--- config.mk ---
export PLATFORM = sky130hd
export DESIGN_NAME = irq_aggregator
export DESIGN_NICKNAME = d
export VERILOG_FILES = /design/src/rtl/irq_agg_pkg.sv /design/src/rtl/irq_status_group.sv /design/src/rtl/irq_out_fsm.sv /design/src/rtl/irq_aggregator.sv
export SDC_FILE = /design/constraint.sdc
export NUM_CORES = 1
export LEC_CHECK = 0
export ABC_AREA = 1
export BUFFER_PORTS_ARGS = -buffer_cell sky130_fd_sc_hd__buf_2
export CELL_PAD_IN_SITES_DETAIL_PLACEMENT = 0
export CELL_PAD_IN_SITES_GLOBAL_PLACEMENT = 1
export CORE_MARGIN = 2
export CORE_UTILIZATION = 30
export DETAILED_ROUTE_END_ITERATION = 10
export PLACE_DENSITY = 0.67
export SKIP_LAST_GASP = 1
export SLEW_MARGIN = 30
export SYNTH_ARGS = -nofsm -noshare
export SYNTH_HDL_FRONTEND = slang
export SYNTH_SLANG_ARGS = --single-unit
--- constraint.sdc ---
create_clock -name clk -period 2.1 [get_ports clk]
set_clock_uncertainty 0.05 [all_clocks]
set_input_delay 0.21 -clock clk [delete_from_list [all_inputs] [get_ports clk]]
set_output_delay 0.21 -clock clk [all_outputs]
set_load 0.01 [all_outputs]
--- src/rtl/irq_agg_pkg.sv ---
package irq_agg_pkg;
    localparam int unsigned REG_W     = 8;
    localparam int unsigned ADDR_W    = 5;
    localparam int unsigned MASK_BASE = 0;
    localparam int unsigned STAT_BASE = 8;
    localparam int unsigned SUM_ADDR  = 16;
    localparam int unsigned CTRL_ADDR = 17;

    typedef enum logic {
        IRQ_IDLE     = 1'b0,
        IRQ_ASSERTED = 1'b1
    } irq_state_t;
endpackage

--- src/rtl/irq_status_group.sv ---
module irq_status_group #(
    parameter int unsigned W = 8
) (
    input  logic         clk,
    input  logic         rst_n,
    input  logic         vis_i,
    input  logic [W-1:0] evt_i,
    input  logic         mask_we_i,
    input  logic [W-1:0] wdata_i,
    input  logic         stat_rd_i,
    output logic [W-1:0] mask_o,
    output logic [W-1:0] stat_o,
    output logic         pend_o
);
    logic [W-1:0] mask_q;
    logic [W-1:0] stat_q;
    logic [W-1:0] latch_in;

    // Masked events are only admitted in visible mode
    always_comb latch_in = vis_i ? evt_i : (evt_i & ~mask_q);

    always_ff @(posedge clk or negedge rst_n) begin
        if (!rst_n)
            mask_q <= '1;
        else if (mask_we_i)
            mask_q <= wdata_i;
    end

    always_ff @(posedge clk or negedge rst_n) begin
        if (!rst_n)
            stat_q <= '0;
        else
            stat_q <= (stat_rd_i ? '0 : stat_q) | latch_in;
    end

    assign mask_o = mask_q;
    assign stat_o = stat_q;
    assign pend_o = |(stat_q & ~mask_q);

    AST_HIDDEN_NOT_LATCHED: assert property (@(posedge clk) disable iff (!rst_n)
        !vis_i |=> ((stat_q & ~$past(stat_q) & $past(mask_q)) == '0));
    AST_STICKY_HOLD: assert property (@(posedge clk) disable iff (!rst_n)
        !stat_rd_i |=> ((stat_q & $past(stat_q)) == $past(stat_q)));
    AST_READ_CLEARS: assert property (@(posedge clk) disable iff (!rst_n)
        (stat_rd_i && evt_i == '0) |=> (stat_q == '0));
    AST_EVENT_SURVIVES_READ: assert property (@(posedge clk) disable iff (!rst_n)
        (stat_rd_i && !mask_q[0] && evt_i[0]) |=> stat_q[0]);
endmodule

--- src/rtl/irq_out_fsm.sv ---
module irq_out_fsm
    import irq_agg_pkg::*;
(
    input  logic clk,
    input  logic rst_n,
    input  logic any_pend_i,
    output logic irq_o
);
    irq_state_t state_q;
    irq_state_t state_d;

    always_comb begin
        state_d = state_q;
        unique case (state_q)
            IRQ_IDLE:     if (any_pend_i)  state_d = IRQ_ASSERTED;
            IRQ_ASSERTED: if (!any_pend_i) state_d = IRQ_IDLE;
        endcase
    end

    always_ff @(posedge clk or negedge rst_n) begin
        if (!rst_n)
            state_q <= IRQ_IDLE;
        else
            state_q <= state_d;
    end

    always_comb irq_o = (state_q == IRQ_ASSERTED);

    AST_IRQ_RISES_ON_PEND: assert property (@(posedge clk) disable iff (!rst_n)
        any_pend_i |=> irq_o);
    AST_IRQ_FALLS_NO_PEND: assert property (@(posedge clk) disable iff (!rst_n)
        !any_pend_i |=> !irq_o);
endmodule

--- src/rtl/irq_aggregator.sv ---
module irq_aggregator
    import irq_agg_pkg::*;
#(
    parameter int unsigned NUM_GROUPS = 6
) (
    input  logic                          clk,
    input  logic                          rst_n,
    input  logic [NUM_GROUPS*REG_W-1:0]   evt_i,
    input  logic                          wr_en_i,
    input  logic                          rd_en_i,
    input  logic [ADDR_W-1:0]             addr_i,
    input  logic [REG_W-1:0]              wdata_i,
    output logic [REG_W-1:0]              rdata_o,
    output logic                          irq_o
);
    localparam logic [ADDR_W-1:0] SUM_OFS  = ADDR_W'(SUM_ADDR);
    localparam logic [ADDR_W-1:0] CTRL_OFS = ADDR_W'(CTRL_ADDR);

    logic [REG_W-1:0]      mask_arr [NUM_GROUPS];
    logic [REG_W-1:0]      stat_arr [NUM_GROUPS];
    logic [NUM_GROUPS-1:0] pend;
    logic [NUM_GROUPS-1:0] mask_we;
    logic [NUM_GROUPS-1:0] stat_rd;
    logic [REG_W-1:0]      summary;
    logic                  vis_q;
    logic                  any_pend;

    always_ff @(posedge clk or negedge rst_n) begin
        if (!rst_n)
            vis_q <= 1'b0;
        else if (wr_en_i && addr_i == CTRL_OFS)
            vis_q <= wdata_i[0];
    end

    for (genvar g = 0; g < NUM_GROUPS; g++) begin : g_grp
        assign mask_we[g] = wr_en_i && (addr_i == ADDR_W'(MASK_BASE + g));
        assign stat_rd[g] = rd_en_i && (addr_i == ADDR_W'(STAT_BASE + g));

        irq_status_group #(.W(REG_W)) u_grp (
            .clk       (clk),
            .rst_n     (rst_n),
            .vis_i     (vis_q),
            .evt_i     (evt_i[g*REG_W +: REG_W]),
            .mask_we_i (mask_we[g]),
            .wdata_i   (wdata_i),
            .stat_rd_i (stat_rd[g]),
            .mask_o    (mask_arr[g]),
            .stat_o    (stat_arr[g]),
            .pend_o    (pend[g])
        );
    end

    always_comb begin
        summary = '0;
        summary[NUM_GROUPS-1:0] = pend;
    end

    assign any_pend = |pend;

    always_comb begin
        rdata_o = '0;
        for (int g = 0; g < NUM_GROUPS; g++) begin
            if (addr_i == ADDR_W'(MASK_BASE + g)) rdata_o = mask_arr[g];
            if (addr_i == ADDR_W'(STAT_BASE + g)) rdata_o = stat_arr[g];
        end
        if (addr_i == SUM_OFS)  rdata_o = summary;
        if (addr_i == CTRL_OFS) rdata_o = {{(REG_W-1){1'b0}}, vis_q};
    end

    irq_out_fsm u_fsm (
        .clk        (clk),
        .rst_n      (rst_n),
        .any_pend_i (any_pend),
        .irq_o      (irq_o)
    );

    AST_IRQ_NEEDS_SUMMARY: assert property (@(posedge clk) disable iff (!rst_n)
        $rose(irq_o) |-> $past(summary != '0));
    AST_MASKED_GRP0_NO_SUMMARY: assert property (@(posedge clk) disable iff (!rst_n)
        (mask_arr[0] == '1) |-> !summary[0]);
    AST_UNMASK_RAISES_IRQ: assert property (@(posedge clk) disable iff (!rst_n)
        (vis_q && mask_we[0] && ((stat_arr[0] & ~wdata_i) != '0)) |=> ##1 irq_o);
endmodule

=== After elaboration in Yosys (flattened, before gate mapping) ===
Cells that the tools add are included.

* Bits in registers: 98
* Input bits: 65
* Output and inout bits: 9
* Logic and storage cells: 99

* Eq/ne operators: 13
* Muxes and demuxes: 27
* Bitwise logic cells: 24
* Reductions and logical operators: 21

{| class="wikitable"
|+ Operator list
! cell !! count
|-
| 2-to-1 mux 8 bit || 26
|-
| AND 8 bit || 12
|-
| inverter 8 bit || 6
|-
| bitwise OR 8 bit || 6
|-
| OR reduction 48 bit || 1
|-
| OR reduction 8 bit || 6
|-
| equality test 5 x 4 -> 1 bit (second input constant) || 6
|-
| logical AND 1 bit || 13
|-
| equality test 5 x 2 -> 1 bit (second input constant) || 2
|-
| equality test 5 x 3 -> 1 bit (second input constant) || 2
|-
| equality test 5 bit (second input constant) || 2
|-
| equality test 5 x 1 -> 1 bit (second input constant) || 1
|-
| logical NOT 5 bit || 1
|-
| 2-to-1 mux 1 bit || 1
|}

=== Depth between registers and ports, before layout ===
Gate-level depths: netlist of the first run.

* Depth after elaboration: 15
* Depth in mapped cells: 13

=== Cells and area by module ===
Synthesis of the first run repeated with hierarchy kept, for this count alone.

* Cell total of the unflattened synthesis: 737
* Area, all modules: 5416.4 um^2

{| class="wikitable"
|+ Modules (own cells, without submodules)
! module !! times used !! cells an instance !! area an instance (um^2) !! sequential area each (um^2)
|-
| irq_status_group || 6 || 80 || 688.2 || 410.4
|-
| irq_aggregator || 1 || 256 || 1262.5 || 25.0
|-
| irq_out_fsm || 1 || 1 || 25.0 || 25.0
|}

=== Worst setup path before layout of the first run ===
No wires, ideal clock.

* Path type: register to output
* Start: reg g_grp[2].u_grp.mask_q[4]
* End: out rdata_o[2]
* Arrival: 1326 ps
* Slack: 514 ps
* Stages on the path, launching flop included: 7
* Path buffers: 0
* Cell sequence: dfstp_2 -> inv_1 -> nand2_1 -> o21ai_0 -> or4_1 -> nor2_1 -> a21oi_1

* Longest elaborated chain between the ends: 5

{| class="wikitable"
|+ RTL lines
! element !! line !! RTL
|-
| start, declared || irq_status_group.sv:15 || <nowiki>logic [W-1:0] mask_q;</nowiki>
|-
| start signal, assigned || irq_status_group.sv:26 || <nowiki>mask_q <= wdata_i;</nowiki>
|-
| inverter 8 bit || irq_status_group.sv:38 || <nowiki>assign pend_o = |(stat_q & ~mask_q);</nowiki>
|-
| AND 8 bit || irq_status_group.sv:38 ||
|-
| OR reduction 8 bit || irq_status_group.sv:38 ||
|-
| 2-to-1 mux 8 bit || irq_aggregator.sv:66 || <nowiki>if (addr_i == SUM_OFS) rdata_o = summary;</nowiki>
|-
| 2-to-1 mux 8 bit || irq_aggregator.sv:67 || <nowiki>if (addr_i == CTRL_OFS) rdata_o = {{(REG_W-1){1'b0}}, vis_q};</nowiki>
|-
| end, declared || irq_aggregator.sv:13 || <nowiki>output logic [REG_W-1:0] rdata_o,</nowiki>
|}

No other way between the ends.

=== Worst setup path in the final report of the first run ===
* Start: reg g_grp[2].u_grp.mask_q[3]
* End: out rdata_o[2]

The elaborated chain is that of the path after synthesis.

==> results.yml, run 1 <==
pwr:
  leakage_nw: 2.854
  pwr_density_cell_nw_per_um2: 760.1
  finalPower_mw: 4.783
  worst_ir_drop_vdd_mv: 0.3881
global_routing:
  met3_grt_util: 0.03250
  grt_overflow: 0
  wire_length_of_the_first_global_routing_pass_um: 27300
  grt_antenna_before_repair: 0
  global_route.peak_usage_layer: "met2"
  grt_max_degree: 99
  met2_layer_usage_reported_by_global_route: 0.3131
  grt_pass1_vias: 4792
  global_route.usage.total: 0.2014
  met1_track_demand_over_resource: 0.2860
timing:
  worst-slew-pin-transition_ps: 637.8
  postLayoutSetupSlackWorst_ps: -7.520
  hold_slack_ps: 6.655
  finalWorstPathRequiredPeriod_ps: 2108
  timing.final.crit_share: 1.004
  finalMaxSlewViolations: 0
  max_slew_margin: 0.5743
  peak_clock_frequency_supported_by_timing_mhz: 474.5
  grt_setup_unrepaired: "true"
  final-hold-violation-count: 0
  report.final.setup_viol: 1
drt:
  routed_via_density: 4.885
  route.vias.total: 4851
  wire_per_inst_um: 17.87
  first_iter_violations: 439
  drt_pre_antenna_iters: 6
  drt_wl_total_um: 17750
  antenna_left: 0
  drc: 0
worst_hold_path:
  holdCritPathClass: "primary input to register"
  min-delay-start: "evt_i[40]"
  holdPathStages: 3
  hold_path_end: "g_grp[5].u_grp.stat_o[0]"
flow_run:
  max_cap_violations: 0
outcome:
  violations: "negative setup slack"
  outcome: "finished with violations"
floorplan:
  width_of_the_chip_um: 134.0
  initial_standard_cell_utilization_of_the_core: 0.3069
  die_height_um: 134.0
  design.die.area_um2: 17960
  rows: 47
  io_pins: 74
  core_area_um2: 16520
setup_path:
  rr_worst_depth: 4
  critPathRequiredTime_ps: 1840
  setup.worst_path.end_class: "output port"
  worstSetupPathType: "register to output port"
  arrival_ps: 1850
  regToRegSetupSlack_ps: 470
  type_of_origin_of_the_critical_path: "register"
  worstReg2RegStart: "g_grp[2].u_grp.mask_o[3]"
  reg_to_reg_endpoint: "u_fsm.irq_o"
  worst-path-max-fanout: 2
finish:
  fraction_of_layout_cells_with_a_size_suffix_above_1: 0.2587
  antenna_cells: 0
  layout.nets: 833
  fin_util: 0.3808
  p_r_area_growth_vs_syn_pct: 24.08
synth:
  ys_seq_elements: 98
  synth.area.top_cells: "dfstp_2 25%, dfrtp_1 25%, nand2_1 15%, o21ai_0 13%, inv_1 6.7%"
  ys_top_cells_by_count: "202 x nand2_1, 132 x o21ai_0, 91 x inv_1"
  synthesis.nets: 733
  netlist-cell-type-count: 24
  postSynth.asyncResetShare: 1.000
  seq_area_frac_synth: 0.4954
  synthMostInstantiatedCell: "nand2_1"
  netlist.area_leader.share: 0.2487
  synth.avg_cell_area_um2: 7.591
  synth-main-ff-cell: "dfrtp_1"
  netlist_instances: 668
  synth-edff-count: 0
  netlist.top_cell.by_area: "dfstp_2"
  yosys_warnings: 0
  synth_cell_area_um2: 5071
placed_design:
  gpl.final_weighted_congestion: 0.8386
  io_buffers: 73
  dpl.hpwl_um: 12920
clock_network:
  ctsHtreeMaxLevel: 3
  tritoncts: "built"
  clock_latency_ps: 350
  clock_tree.root_cell: "clkbuf_16"
  cts.sink_count: 98
  clk_pin_slew_ps: 70
  cts_inserted_buffers: 9
  clockBufferDepth: 2
## worst max-delay path, cell delays in order (launching register included)
cell,delay [ps]
dfstp_2,550
o22ai_2,90
or4_4,580
nor2_4,110
a21oi_2,40
buf_2,130
## stage by stage
stage	cells	TNS [ps]	worst slack, ps	instance area [um2]
2_1_floorplan	668	0	513.8	5071
3_3_place_gp	966	-235.2	-121.4	5807
3_5_place_dp	966	-225.6	-115.1	5807
4_1_cts	985	-34.65	-17.87	6157
5_1_grt	993	-318.8	-82.98	6292
6_report	993	-7.520	-7.520	6292
## per-layer routing
layer  up-vias  routed length (um)
li1       2388                   -
met1      2301                8589
met5         -                   0
met3        20                 834
met2       142                8015
met4         0                 310
## state kept, by name (all words and copies together) (netlist names)
register / cells
g_grp.u_grp.stat_o: 48
g_grp.u_grp.mask_o: 48
u_fsm.irq_o: 1
vis_q: 1
## timing repair
| item | 4_1_cts | 5_1_grt |
|---|---|---|
| endpoints found under the hold margin | 50 | 0 |
| setup buffers | 2 | 8 |
| pin swaps | 5 | 9 |
| hold buffers | 1 | 0 |
| setup endpoints to repair | 5 | 8 |
| gates resized for setup | 16 | 22 |
## worst max-delay path by stage
stage	from	end	slack [ps]
after global placement	addr_i[2]	rdata_o[6]	-120
final	g_grp[2].u_grp.mask_o[3]	rdata_o[2]	-8
after global routing	g_grp[2].u_grp.mask_o[4]	rdata_o[2]	-80
after CTS	g_grp[2].u_grp.mask_o[3]	rdata_o[2]	-20
after floorplan	g_grp[2].u_grp.mask_o[4]	rdata_o[2]	510
after detailed placement	addr_i[1]	rdata_o[7]	-120
## cells by family after synthesis
family | after synthesis | synth area share
buffers and inverters | 107 | 0.08290
DFF | 98 | 0.4954
AOI/OAI and AO/OA | 173 | 0.1796
and+or+nand+nor | 290 | 0.2420
## power by group
part	internal (mW)	leakage [nW]	total, mW	switching (mW)
sequential	2.21	0.948	2.41	0.197
clock	0.840	0.123	1.58	0.737
combinational	0.288	1.78	0.795	0.508
## cells in the final DEF, fill, tap and decap left out, types with 14 or more instances in the layout
cell,n
a21oi_1,14
buf_2,70
buf_4,28
dfrtp_1,50
dfstp_2,48
inv_1,87
nand2_1,200
nand3_1,15
nand4_1,18
nor2_1,31
o21ai_0,130
## final cells by class
class / count / area (um2)
clock buffers: 14 / 254.0
clock inverters: 2 / 15.01
fillers: 1778 / 10230
inverters: 94 / 357.8
multi-input cells: 463 / 2260
flip-flops and latches: 98 / 2512
well taps: 220 / 275.3
repair buffers: 102 / 618.1
Note: power is estimated with default switching activity, not from simulation.
==> inputs of run 2 (changes only) <==
--- a/config.mk
+++ b/config.mk
@@ -11,6 +11,7 @@
 export CELL_PAD_IN_SITES_GLOBAL_PLACEMENT = 1
 export CORE_MARGIN = 2
 export CORE_UTILIZATION = 30
+export CTS_BUF_LIST = sky130_fd_sc_hd__clkbuf_8 sky130_fd_sc_hd__clkbuf_16
 export DETAILED_ROUTE_END_ITERATION = 10
 export PLACE_DENSITY = 0.67
 export SKIP_LAST_GASP = 1
==> constraint.sdc (replaced) <==
create_clock -name clk -period 2.1 [get_ports clk]
set_clock_uncertainty 0.05 [all_clocks]
set_input_delay 0.21 -clock clk [delete_from_list [all_inputs] [get_ports clk]]
set_output_delay 0.21 -clock clk [all_outputs]
set_load 0.05 [all_outputs]
==> run 2 against run 1 <==
  * The flow still finishes with violations (negative setup slack)
  * Critical path depth unchanged
  * Combinational power increased by 15%
  * Critical path type unchanged
  * Wire length increased by 2.7%
  * Final area increased by 4.0%
==> results.yml, run 2 (synthesis gave the netlist of run 1 again) <==
global_routing:
  grt_max_degree: 59
  grt_antenna_before_repair: 0
  grt_pass1_vias: 4840
  grt_overflow: 0
  wire_length_of_the_first_global_routing_pass_um: 28040
  global_route.usage.total: 0.2085
drt:
  first_iter_violations: 394
  route.vias.total: 4964
  drt_pre_antenna_iters: 5
  drt_wl_total_um: 18220
  routed_via_density: 4.895
  wire_per_inst_um: 17.97
  drc: 0
  antenna_left: 0
setup_path:
  type_of_origin_of_the_critical_path: "register"
  path_depth: 5
  worstSetupStartpoint: "g_grp[2].u_grp.mask_o[3]"
  rr_worst_depth: 6
  setup.worst_path.end_class: "output port"
  timing.critical_path.slowest_cell_delay_ps: 590
  crit_path_top_delay_cell: "or4_4"
  worstReg2RegStart: "g_grp[0].u_grp.mask_o[5]"
  critical_path.endpoint: "rdata_o[2]"
  timing.critical_path.cells: "o22ai_2 > or4_4 > nor2_4 > a21oi_2 > buf_6"
  reg_to_reg_endpoint: "u_fsm.irq_o"
  worstSetupPathType: "register to output port"
  critPathRequiredTime_ps: 1840
  arrival_ps: 1890
  cell_type_group_with_the_largest_total_delay_on_the_critical_path: "simple AND/OR/NAND/NOR gates"
  worstPathBufferInverterCount: 1
  worst-path-max-fanout: 2
  regToRegSetupSlack_ps: 370
clock_network:
  cts.sink_count: 98
  clock_tree.root_cell: "clkbuf_16"
  clockBufferDepth: 2
  ctsHtreeMaxLevel: 3
  tritoncts: "built"
  clock_latency_ps: 360
  cts_inserted_buffers: 9
  clk_pin_slew_ps: 70
floorplan:
  io_pins: 74
  initial_standard_cell_utilization_of_the_core: 0.3069
  rows: 47
  design.die.area_um2: 17960
  die_height_um: 134.0
  core_area_um2: 16520
  width_of_the_chip_um: 134.0
timing:
  grt_setup_unrepaired: "true"
  postLayoutSetupSlackWorst_ps: -46.51
  report.final.setup_viol: 1
  final-hold-violation-count: 0
  finalMaxSlewViolations: 0
  finalWorstPathRequiredPeriod_ps: 2147
  worst-slew-pin-transition_ps: 666.2
  hold_slack_ps: 10.24
  timing.final.crit_share: 1.022
  peak_clock_frequency_supported_by_timing_mhz: 465.9
  max_slew_margin: 0.5554
  totalNegativeSetupSlack_ps: -46.51
finish:
  fraction_of_layout_cells_with_a_size_suffix_above_1: 0.3048
  layout.nets: 855
  num-fill-cells: 1743
  final_common_cell: "nand2_1"
  antenna_cells: 0
  layout.cells.most_common_list: "194 x nand2_1, 129 x o21ai_0, 87 x inv_1, 64 x buf_2"
  p_r_area_growth_vs_syn_pct: 29.04
worst_hold_path:
  holdCritPathClass: "primary input to register"
placed_design:
  gpl.final_weighted_congestion: 0.9043
  dpl.hpwl_um: 13480
  io_buffers: 73
outcome:
  outcome: "finished with violations"
  violations: "negative setup slack"
pwr:
  pwr_density_cell_nw_per_um2: 759.1
  leakage_nw: 3.012
  worst_ir_drop_vdd_mv: 0.4177
flow_run:
  max_cap_violations: 0
[run 2: layer usage]
| layer | vias to the layer above | global-route usage | part of all wire |
|---|---|---|---|
| li1 | 2426 | - | - |
| met1 | 2384 | 0.3092 | 0.49 |
| met2 | 138 | 0.3162 | 0.45 |
| met3 | 16 | 0.03023 | 0.048 |
| met4 | 0 | 0.06140 | 0.015 |
| met5 | - | 0 | 0 |
[run 2: worst min path at each step]
| stage | slack [ps] | cells past startpoint | to | startpoint |
|---|---|---|---|---|
| floorplan | -140 | 0 | g_grp[0].u_grp.stat_o[0] | rst_n |
| global placement | 20 | 1 | g_grp[1].u_grp.stat_o[3] | rst_n |
| detailed placement | 20 | 1 | g_grp[1].u_grp.stat_o[3] | rst_n |
| CTS | 2 | 3 | g_grp[0].u_grp.stat_o[7] | evt_i[7] |
| global route | 30 | 3 | g_grp[4].u_grp.stat_o[3] | evt_i[35] |
| finish | 10 | 3 | g_grp[0].u_grp.stat_o[7] | evt_i[7] |
[run 2: cell type report]
cell class / instances / area, um2 / area share
clock inverters: 6 / 53.80 / 0.008222
well taps: 220 / 275.3 / 0.04206
flip-flops and latches: 98 / 2512 / 0.3839
clock buffers: 9 / 225.2 / 0.03442
multi-input cells: 463 / 2303 / 0.3520
repair buffers: 124 / 815.8 / 0.1247
inverters: 94 / 357.8 / 0.05468
[run 2: power breakdown]
group | internal [mW] | leakage (nW) | total (mW) | switching (mW)
combinational | 0.334 | 1.92 | 0.915 | 0.580
clock | 0.903 | 0.145 | 1.64 | 0.735
sequential | 2.21 | 0.948 | 2.41 | 0.200
total | 3.45 | 3.01 | 4.97 | 1.52
[run 2: worst reg2reg max path, stage by stage, from the launching register on]
cell	delay (ps)
dfstp_2	550
inv_1	60
a221oi_1	310
nand2_1	160
buf_4	170
nor2_1	180
nand3_1	130
[run 2: per-stage QoR]
step / total power, mW / instances / setup slack, ps / instance area (um2) / util
2_1_floorplan: 2.853 / 668 / 9.182 / 5071 / -
3_3_place_gp: 3.244 / 983 / -184.6 / 5922 / 0.3584
3_5_place_dp: 3.258 / 983 / -136.3 / 5922 / 0.3584
4_1_cts: 4.960 / 1006 / -46.27 / 6364 / 0.3851
5_1_grt: 5.220 / 1014 / -65.76 / 6544 / 0.3960
6_report: 4.968 / 1014 / -46.51 / 6544 / 0.3960
[run 2: what timing repair did]
| item | CTS | global route |
|---|---|---|
| pin swaps | 6 | 18 |
| gates resized for setup | 29 | 41 |
| endpoints found under the hold margin | 36 | 0 |
| hold buffers | 1 | 0 |
| endpoints found under the setup margin | 8 | 8 |
| buffers inserted | 7 | 8 |
